`config.mk`:
```
export PLATFORM = sky130hd
export DESIGN_NAME = spadWriteEngine
export DESIGN_NICKNAME = d
export VERILOG_FILES = /design/src/rtl/spad_pkg.sv /design/src/rtl/spadCtrl.sv /design/src/rtl/spadDatapath.sv /design/src/rtl/spadWriteEngine.sv
export SDC_FILE = /design/constraint.sdc
export NUM_CORES = 1
export LEC_CHECK = 0
export BUFFER_PORTS_ARGS = -buffer_cell sky130_fd_sc_hd__buf_2
export CORE_MARGIN = 2
export CORE_UTILIZATION = 50
export DETAILED_ROUTE_END_ITERATION = 7
export PLACE_DENSITY = 0.74
export SYNTH_ARGS = -nofsm -noshare
export SYNTH_HDL_FRONTEND = slang
export SYNTH_HIERARCHICAL = 1
export SYNTH_SLANG_ARGS = --single-unit
```
`constraint.sdc`:
```
create_clock -name clk -period 6 [get_ports clk]
set_input_delay 0.6 -clock clk [delete_from_list [all_inputs] [get_ports clk]]
set_output_delay 0.6 -clock clk [all_outputs]
set_load 0.03 [all_outputs]
```
`src/rtl/spad_pkg.sv`:
```
package spad_pkg;

  typedef enum logic [2:0] {
    ST_IDLE,
    ST_TA1,
    ST_TA2,
    ST_DATA,
    ST_FULL,
    ST_SKIP
  } spadState_t;

  typedef struct packed {
    logic startTxn;
    logic absorb;
    logic latchTa1;
    logic latchTa2;
    logic storeData;
    logic setPf;
    logic txCrc;
  } spadStrobe_t;

  localparam logic [15:0] CRC_POLY_REV = 16'hA001;

  function automatic logic [15:0] crcStep(input logic [15:0] crcIn, input logic [7:0] b);
    logic [15:0] c;
    logic fb;
    c = crcIn;
    for (int i = 0; i < 8; i++) begin
      fb = c[0] ^ b[i];
      c = c >> 1;
      if (fb) c = c ^ CRC_POLY_REV;
    end
    return c;
  endfunction

endpackage

```
`src/rtl/spadCtrl.sv`:
```
module spadCtrl
  import spad_pkg::*;
#(
  parameter logic [7:0] CMD_CODE = 8'h0F
) (
  input  logic        clk,
  input  logic        rstN,
  input  logic        rxValid,
  input  logic [7:0]  rxData,
  input  logic        bitPending,
  input  logic        abortIn,
  input  logic        txReq,
  input  logic        wrLast,
  output spadStrobe_t stb
);

  spadState_t state, nextState;

  always_comb begin
    stb = '0;
    nextState = state;
    unique case (state)
      ST_IDLE: begin
        if (rxValid && !abortIn) begin
          if (rxData == CMD_CODE) begin
            stb.startTxn = 1'b1;
            nextState = ST_TA1;
          end else begin
            nextState = ST_SKIP;
          end
        end
      end
      ST_TA1: begin
        if (rxValid) begin
          stb.absorb = 1'b1;
          stb.latchTa1 = 1'b1;
          nextState = ST_TA2;
        end
      end
      ST_TA2: begin
        if (rxValid) begin
          stb.absorb = 1'b1;
          stb.latchTa2 = 1'b1;
          nextState = ST_DATA;
        end
      end
      ST_DATA: begin
        if (rxValid) begin
          stb.absorb = 1'b1;
          stb.storeData = 1'b1;
          if (wrLast) nextState = ST_FULL;
        end
        if (abortIn && bitPending) stb.setPf = 1'b1;
      end
      ST_FULL: begin
        if (txReq) stb.txCrc = 1'b1;
      end
      ST_SKIP: begin
        nextState = ST_SKIP;
      end
      default: nextState = ST_IDLE;
    endcase
    if (abortIn) nextState = ST_IDLE;
  end

  always_ff @(posedge clk or negedge rstN) begin
    if (!rstN) state <= ST_IDLE;
    else       state <= nextState;
  end

endmodule

```
`src/rtl/spadDatapath.sv`:
```
module spadDatapath
  import spad_pkg::*;
#(
  parameter int DEPTH = 8,
  parameter int ADDR_CLR_BITS = 3
) (
  input  logic                 clk,
  input  logic                 rstN,
  input  spadStrobe_t          stb,
  input  logic [7:0]           rxData,
  input  logic                 txReq,
  output logic                 wrLast,
  output logic                 txReady,
  output logic [7:0]           txData,
  output logic [7:0]           taLo,
  output logic [7:0]           taHi,
  output logic [7:0]           esByte,
  output logic [DEPTH*8-1:0]   padData
);

  localparam int PTR_W = $clog2(DEPTH);
  localparam int PF_BIT = 5;

  logic [PTR_W-1:0] wrCount;
  logic [PTR_W-1:0] endOff;
  logic             pfFlag;
  logic [15:0]      crcReg;
  logic [1:0]       txIdx;

  assign wrLast = (wrCount == PTR_W'(DEPTH - 1));

  // CRC register
  always_ff @(posedge clk or negedge rstN) begin
    if (!rstN)             crcReg <= '0;
    else if (stb.startTxn) crcReg <= crcStep(16'h0000, rxData);
    else if (stb.absorb)   crcReg <= crcStep(crcReg, rxData);
  end

  // address latches
  always_ff @(posedge clk or negedge rstN) begin
    if (!rstN) begin
      taLo <= '0;
      taHi <= '0;
    end else begin
      if (stb.latchTa1) taLo <= {rxData[7:ADDR_CLR_BITS], {ADDR_CLR_BITS{1'b0}}};
      if (stb.latchTa2) taHi <= rxData;
    end
  end

  // write pointer, ending offset and partial flag
  always_ff @(posedge clk or negedge rstN) begin
    if (!rstN) begin
      wrCount <= '0;
      endOff  <= '0;
      pfFlag  <= 1'b0;
    end else if (stb.startTxn) begin
      wrCount <= '0;
      endOff  <= '0;
      pfFlag  <= 1'b0;
    end else begin
      if (stb.storeData) begin
        endOff  <= wrCount;
        wrCount <= wrCount + 1'b1;
      end
      if (stb.setPf) pfFlag <= 1'b1;
    end
  end

  // scratchpad byte lanes
  for (genvar g = 0; g < DEPTH; g++) begin : gLane
    always_ff @(posedge clk or negedge rstN) begin
      if (!rstN) padData[g*8 +: 8] <= '0;
      else if (stb.storeData && wrCount == PTR_W'(g)) padData[g*8 +: 8] <= rxData;
    end
  end

  always_comb begin
    esByte = '0;
    esByte[PF_BIT] = pfFlag;
    esByte[PTR_W-1:0] = endOff;
  end

  // transmit path
  always_ff @(posedge clk or negedge rstN) begin
    if (!rstN) begin
      txReady <= 1'b0;
      txData  <= 8'hFF;
      txIdx   <= '0;
    end else begin
      txReady <= txReq;
      if (stb.startTxn) txIdx <= '0;
      if (txReq) begin
        if (stb.txCrc) begin
          unique case (txIdx)
            2'd0:    txData <= ~crcReg[7:0];
            2'd1:    txData <= ~crcReg[15:8];
            default: txData <= 8'hFF;
          endcase
          if (txIdx != 2'd2) txIdx <= txIdx + 1'b1;
        end else begin
          txData <= 8'hFF;
        end
      end
    end
  end

endmodule

```
`src/rtl/spadWriteEngine.sv`:
```
module spadWriteEngine #(
  parameter int         DEPTH = 8,
  parameter logic [7:0] CMD_CODE = 8'h0F
) (
  input  logic              clk,
  input  logic              rstN,
  input  logic              rxValid,
  input  logic [7:0]        rxData,
  input  logic              bitPending,
  input  logic              abortIn,
  input  logic              txReq,
  output logic              txReady,
  output logic [7:0]        txData,
  output logic [7:0]        taLo,
  output logic [7:0]        taHi,
  output logic [7:0]        esByte,
  output logic [DEPTH*8-1:0] padData
);

  spad_pkg::spadStrobe_t stb;
  logic wrLast;

  spadCtrl #(.CMD_CODE(CMD_CODE)) uCtrl (
    .clk(clk), .rstN(rstN), .rxValid(rxValid), .rxData(rxData),
    .bitPending(bitPending), .abortIn(abortIn), .txReq(txReq),
    .wrLast(wrLast), .stb(stb)
  );

  spadDatapath #(.DEPTH(DEPTH), .ADDR_CLR_BITS(3)) uDp (
    .clk(clk), .rstN(rstN), .stb(stb), .rxData(rxData), .txReq(txReq),
    .wrLast(wrLast), .txReady(txReady), .txData(txData), .taLo(taLo),
    .taHi(taHi), .esByte(esByte), .padData(padData)
  );

endmodule

```
== Word level (Yosys, flattened, before mapping) ==
Index checks and enable logic that the tools add are counted.
Word-level totals
  input port bits: 14
  bits in registers: 114
  output and inout port bits: 97
  logic and storage cells: 163
Cells by class
  multiplexer cells: 71
  equality and inequality tests: 21
  reduce and logical (&&, ||, !) cells: 19
  $add $sub $neg: 2
  bitwise operators: 32
Operators with widths (number)
  2-to-1 mux 16 bit: 39
  inverter 2 -> 3 bit: 15
  2-to-1 mux 3 bit: 11
  equality test 3 bit, second input constant: 6
  one-hot mux 3 bit (6 select lines): 1
  inverter 8 bit: 2
  one-hot mux 8 bit (2 select lines): 1
  XOR 1 bit: 15
  equality test 3 x 2 -> 1 bit, second input constant: 4
  2-to-1 mux 2 bit: 6
  2-to-1 mux 1 bit: 11
  logical AND 1 bit: 10
  != test 3 bit, second input constant: 3
  equality test 8 x 4 -> 1 bit, second input constant: 1
  2-to-1 mux 8 bit: 1
  equality test 3 x 1 -> 1 bit, second input constant: 2
  logical NOT 3 bit: 2
  != test 3 x 2 -> 1 bit, second input constant: 2
  AND reduction 6 bit: 1
  nonzero test 2 bit: 3
  != test 2 bit, second input constant: 2
  adder 3 x 1 -> 3 bit, second input constant: 1
  adder 2 x 1 -> 2 bit, second input constant: 1
  equality test 2 x 1 -> 1 bit, second input constant: 1
  4 further kinds: 4

== Logic depth before layout (Yosys ltp) ==
  word-level depth: 33
  mapped depth: 9
  gate-level depth less buffers: 7

== By module ==
The synthesis kept the hierarchy.
By module, submodules not included
  spadDatapath: cells an instance 367, instances 1, seq. area each 2787.7 µm², area an instance 4748.3 µm²
  spadCtrl: cells an instance 29, instances 1, seq. area each 75.1 µm², area an instance 284.0 µm²

== Least setup slack after synthesis ==
No wires, ideal clock.
  path kind: in2reg
  from: in rxData[5]
  to: reg uDp.crcReg[15]
  library setup time: 136 ps
  stages: 7
  setup slack: 3843 ps
  arrival time: 2021 ps
  data required time: 5864 ps
  path buffers: 2
  path through: or4_4 > nor3_2 > clkbuf_1 > clkbuf_1 > nor2_1 > o21ai_0 > o21ai_0
RTL lines
  from (decl): line spadWriteEngine.sv:8  | input logic [7:0] rxData,
  to (signal assigned): line spadDatapath.sv:35  | else if (stb.startTxn) crcReg <= crcStep(16'h0000, rxData);
  to (signal assigned): line spadDatapath.sv:36  | else if (stb.absorb) crcReg <= crcStep(crcReg, rxData);
  to (decl): line spadDatapath.sv:27  | logic [15:0] crcReg;

==> flow_summary_export.csv <==
group,metric,value,unit
floorplanning,core,0.009774,mm2
run,drv_cap,0,
sta,slew_viol_final,0,
synthesis,yosysWarnings,6,
worst_setup_path,reg2reg_slack,3.83,ns
drt,drc,0,
floorplanning,num_rows,36,
placement,dp_hpwl,7.745,mm
sta,hold_violations,0,
worst_setup_path,worst-setup-path-type,"reg -> reg",
synthesis,synthTopCellsByCount,"106 x dfrtp_1, 69 x mux2_2, 36 x nor2_1, 20 x nand2_1, 20 x o21ai_0",
placement,gp_congestion,0.8303,
cells_and_area,fin_cells,644,
drt,wire_per_inst,18.36,um
global_routing,grt_first_pass_wirelength,19.01,mm
synthesis,synth_seq_area_share,56.89,%
synthesis,synth_cells,396,
placement,port_buffers,103,
synthesis,synthFlopType,"dfrtp_1",
sta,grt_setup_unrepaired,"no",
cells_and_area,fill_cells,786,
power,p_switching,0.8606,mW
cells_and_area,diodes,0,
clock_tree,numCtsBuffers,17,
synthesis,ys_types,48,
sta,fin_worst_skew,0.005985,ns
worst_setup_path,cp-start-kind,"register",
worst_setup_path,cp.arrival,2.54,ns
worst_setup_path,path_cells,"nand2b_4, or4_4, nor3_2, buf_4, inv_1, o21ai_0, a22oi_1",
worst_setup_path,slowest_stage,"dfrtp_1",
clock_tree,cts_resized,0,
power,p_int,1.797,mW
clock_tree,cts.clk_slew.worst_paths,0.06,ns
sta,layout_setup_ws,3.827,ns
synthesis,yosys.area.top_type,"dfrtp_1",
synthesis,synthTopCellsByArea,"dfrtp_1 53%, mux2_2 15%, dfstp_2 4.2%, nor2_1 2.7%, xnor2_1 2.1%",
power,powerDensity,429.4,mW/mm2
clock_tree,cts_setup_buffers,0,
power,p_sw_share,32.39,%
clock_tree,cts_tree,"done",
cells_and_area,drive_gt1_share,44.42,%
worst_setup_path,max_stage_delay,0.47,ns
floorplanning,initial_core_util,51.48,%
drt,drt-total-wl,11.82,mm
sta,max_freq,0.4602,GHz
global_routing,antenna_found_initial,0,
global_routing,gr-total-overflow,0,
power,p_leak,3.142,nW
placement,dp.cells,612,
min_path,hold_class,"in -> async",
global_routing,grtUsageMet1,28.86,%
global_routing,grt_use_met3,7.456,%
worst_setup_path,critPathMaxFanout,25,
worst_setup_path,reg2reg_to,"uDp/crcReg[6]$_DFFE_PN0P_",
floorplanning,io_pins,111,
floorplanning,die_area,0.01088,mm2
sta,slew_headroom,24.72,%
worst_setup_path,timing.rr.start,"uCtrl/state[2]$_DFFE_PN0P_",
global_routing,grt.met2_usage,35.71,%
global_routing,grt_max_degree,74,
clock_tree,clk_path_buf_depth,2,
clock_tree,htree_levels,4,
sta,tns,0,ns
clock_tree,clk_latency,0.50,ns
floorplanning,die_w,104.3,um
power,p_clk_share,36.8,%
drt,final_antenna_net_count,0,
power,comb_power_share,24.6,%
cells_and_area,area_delta_synth_final,22.97,%
synthesis,synth.top_cell.area_share,52.71,%
sta,setup_viol,0,
worst_setup_path,ff2ff_path_depth,7,
drt,drtPass1Iterations,4,
global_routing,busiest_layer,"met2",
status,status,"finished clean",
synthesis,synth_area,0.005032,mm2
clock_tree,cts.hold.buffers_added,0,
floorplanning,die_h,104.3,um
clock_tree,root_buffer,"clkbuf_8",
synthesis,ys_ff_latch,114,
synthesis,async_flop_share,100.0,%
synthesis,yosys.cell_count.top_type,"dfrtp_1",
drt,num_vias,3492,
global_routing,grt_pass1_vias,3606,
placement,pre_cts_ws,3.485,ns
sta,fin_crit_sh,36.22,%
synthesis,avgSynthCellArea,12.71,um2
cells_and_area,nNetsFinal,518,
power,vdd_ir_drop_max,0.2123,mV
drt,vias_per_cell,5.422,
synthesis,synth_edf_count,0,
worst_setup_path,crit_path_end_kind,"register",
sta,fin_crit,2.173,ns
worst_setup_path,required,6.36,ns
power,pwr-share-seq,38.6,%
drt,first_iter_violations,218,
clock_tree,cts.sinks,114,
global_routing,grtUsageTotal,22.61,%
sta,tightest_slew,1.127,ns
[power groups by stage]
stage | combinational [mW] | sequential [mW] | clock (mW)
after global routing | 0.710 | 1.04 | 1.03
after global placement | 0.624 | 1.03 | 0
after detailed placement | 0.648 | 1.04 | 0
after CTS | 0.653 | 1.02 | 0.994
final | 0.653 | 1.03 | 0.977
after floorplan | 0.408 | 1.10 | 0
[worst max-delay path: cells and delay by family, from the launching register on]
family | cells | cell delay [ns]
AO/OA/AOI/OAI | 2 | 0.25
buffers and inverters | 2 | 0.57
flip-flops | 1 | 0.47
AND/OR/NAND/NOR | 3 | 0.73
[state kept, by name, summed over array words and instances (netlist names)]
signal       flops
uDp/endOff       3
uCtrl/state      3
uDp/txData       8
uDp/crcReg      16
uDp/txReady      1
uDp/txIdx        2
uDp/padData     64
uDp/pfFlag       1
uDp/taHi         8
uDp/taLo         5
uDp/wrCount      3
[routing by layer]
layer,up-vias,wire length [um]
li1,1566,-
met1,1784,4862
met2,128,5924
met3,14,891
met4,0,142
met5,-,0
[kinds of logic after synthesis]
family	synth area share [%]
flip-flops	56.89
AND/OR/NAND/NOR	7.906
multiplexers	17.43
AO/OA/AOI/OAI	6.614
buffers and inverters	3.580
XOR/XNOR	6.017
adder cells (fa/ha/maj)	1.492
other	0.07452
[stage by stage]
| stage | util [%] | hold WS (ns) | power [mW] | area, um2 |
|---|---|---|---|---|
| 5_1_grt | 63.31 | 0.1031 | 2.786 | 6188 |
| 6_report | 63.31 | 0.07056 | 2.657 | 6188 |
| 2_1_floorplan | - | 0.3044 | 1.507 | 5055 |
| 3_3_place_gp | 57.33 | 0.4407 | 1.651 | 5604 |
| 4_1_cts | 63.31 | 0.06973 | 2.673 | 6188 |
| 3_5_place_dp | 57.33 | 0.4639 | 1.684 | 5604 |
[area by class of cell]
type / count / area [um2] / share of cell area [%]
multi-input cells: 253 / 2012 / 32.51
inverters: 6 / 22.52 / 0.3639
clock inverters: 14 / 156.4 / 2.527
well taps: 133 / 166.4 / 2.689
repair buffers: 106 / 540.5 / 8.734
flip-flops and latches: 114 / 2863 / 46.26
clock buffers: 18 / 427.9 / 6.915
[placed cells by master (no fill, tap or decap), types with 2 or more instances in the layout]
cell / count
a221oi_1: 8
clkbuf_8: 2
nor3b_1: 3
clkbuf_16: 16
buf_2: 102
conb_1: 7
xor2_1: 11
clkinvlp_4: 4
nand4_1: 2
o22a_1: 2
or4_4: 2
nand2b_1: 2
a31o_2: 2
a22oi_1: 2
a21oi_1: 9
xor2_2: 2
nand2_1: 20
clkinv_4: 4
o21ai_0: 20
ha_1: 6
mux2_2: 69
dfrtp_1: 106
buf_4: 4
xnor2_1: 12
nor2_1: 36
dfstp_2: 8
inv_1: 6
nand3_1: 7
mux2i_1: 10
bufinv_16: 2
xnor3_1: 2
inv_6: 3
[how the worst max path moves through the flow]
stage,from,to,slack (ns),depth (start not counted)
after floorplan,rxData[5],uDp/crcReg[15]$_DFFE_PN0P_,3.84,7
after global placement,rxData[5],uDp/txIdx[0]$_DFF_PN0_,3.54,6
after detailed placement,rxData[5],uDp/txIdx[1]$_DFF_PN0_,3.49,6
after CTS,uCtrl/state[2]$_DFFE_PN0P_,uDp/taHi[2]$_DFFE_PN0P_,3.83,3
after global routing,uCtrl/state[0]$_DFFE_PN0P_,uDp/txData[7]$_DFFE_PN1P_,3.66,5
final,uCtrl/state[2]$_DFFE_PN0P_,uDp/crcReg[6]$_DFFE_PN0P_,3.83,7
Note: power is estimated with default switching activity, not from simulation.
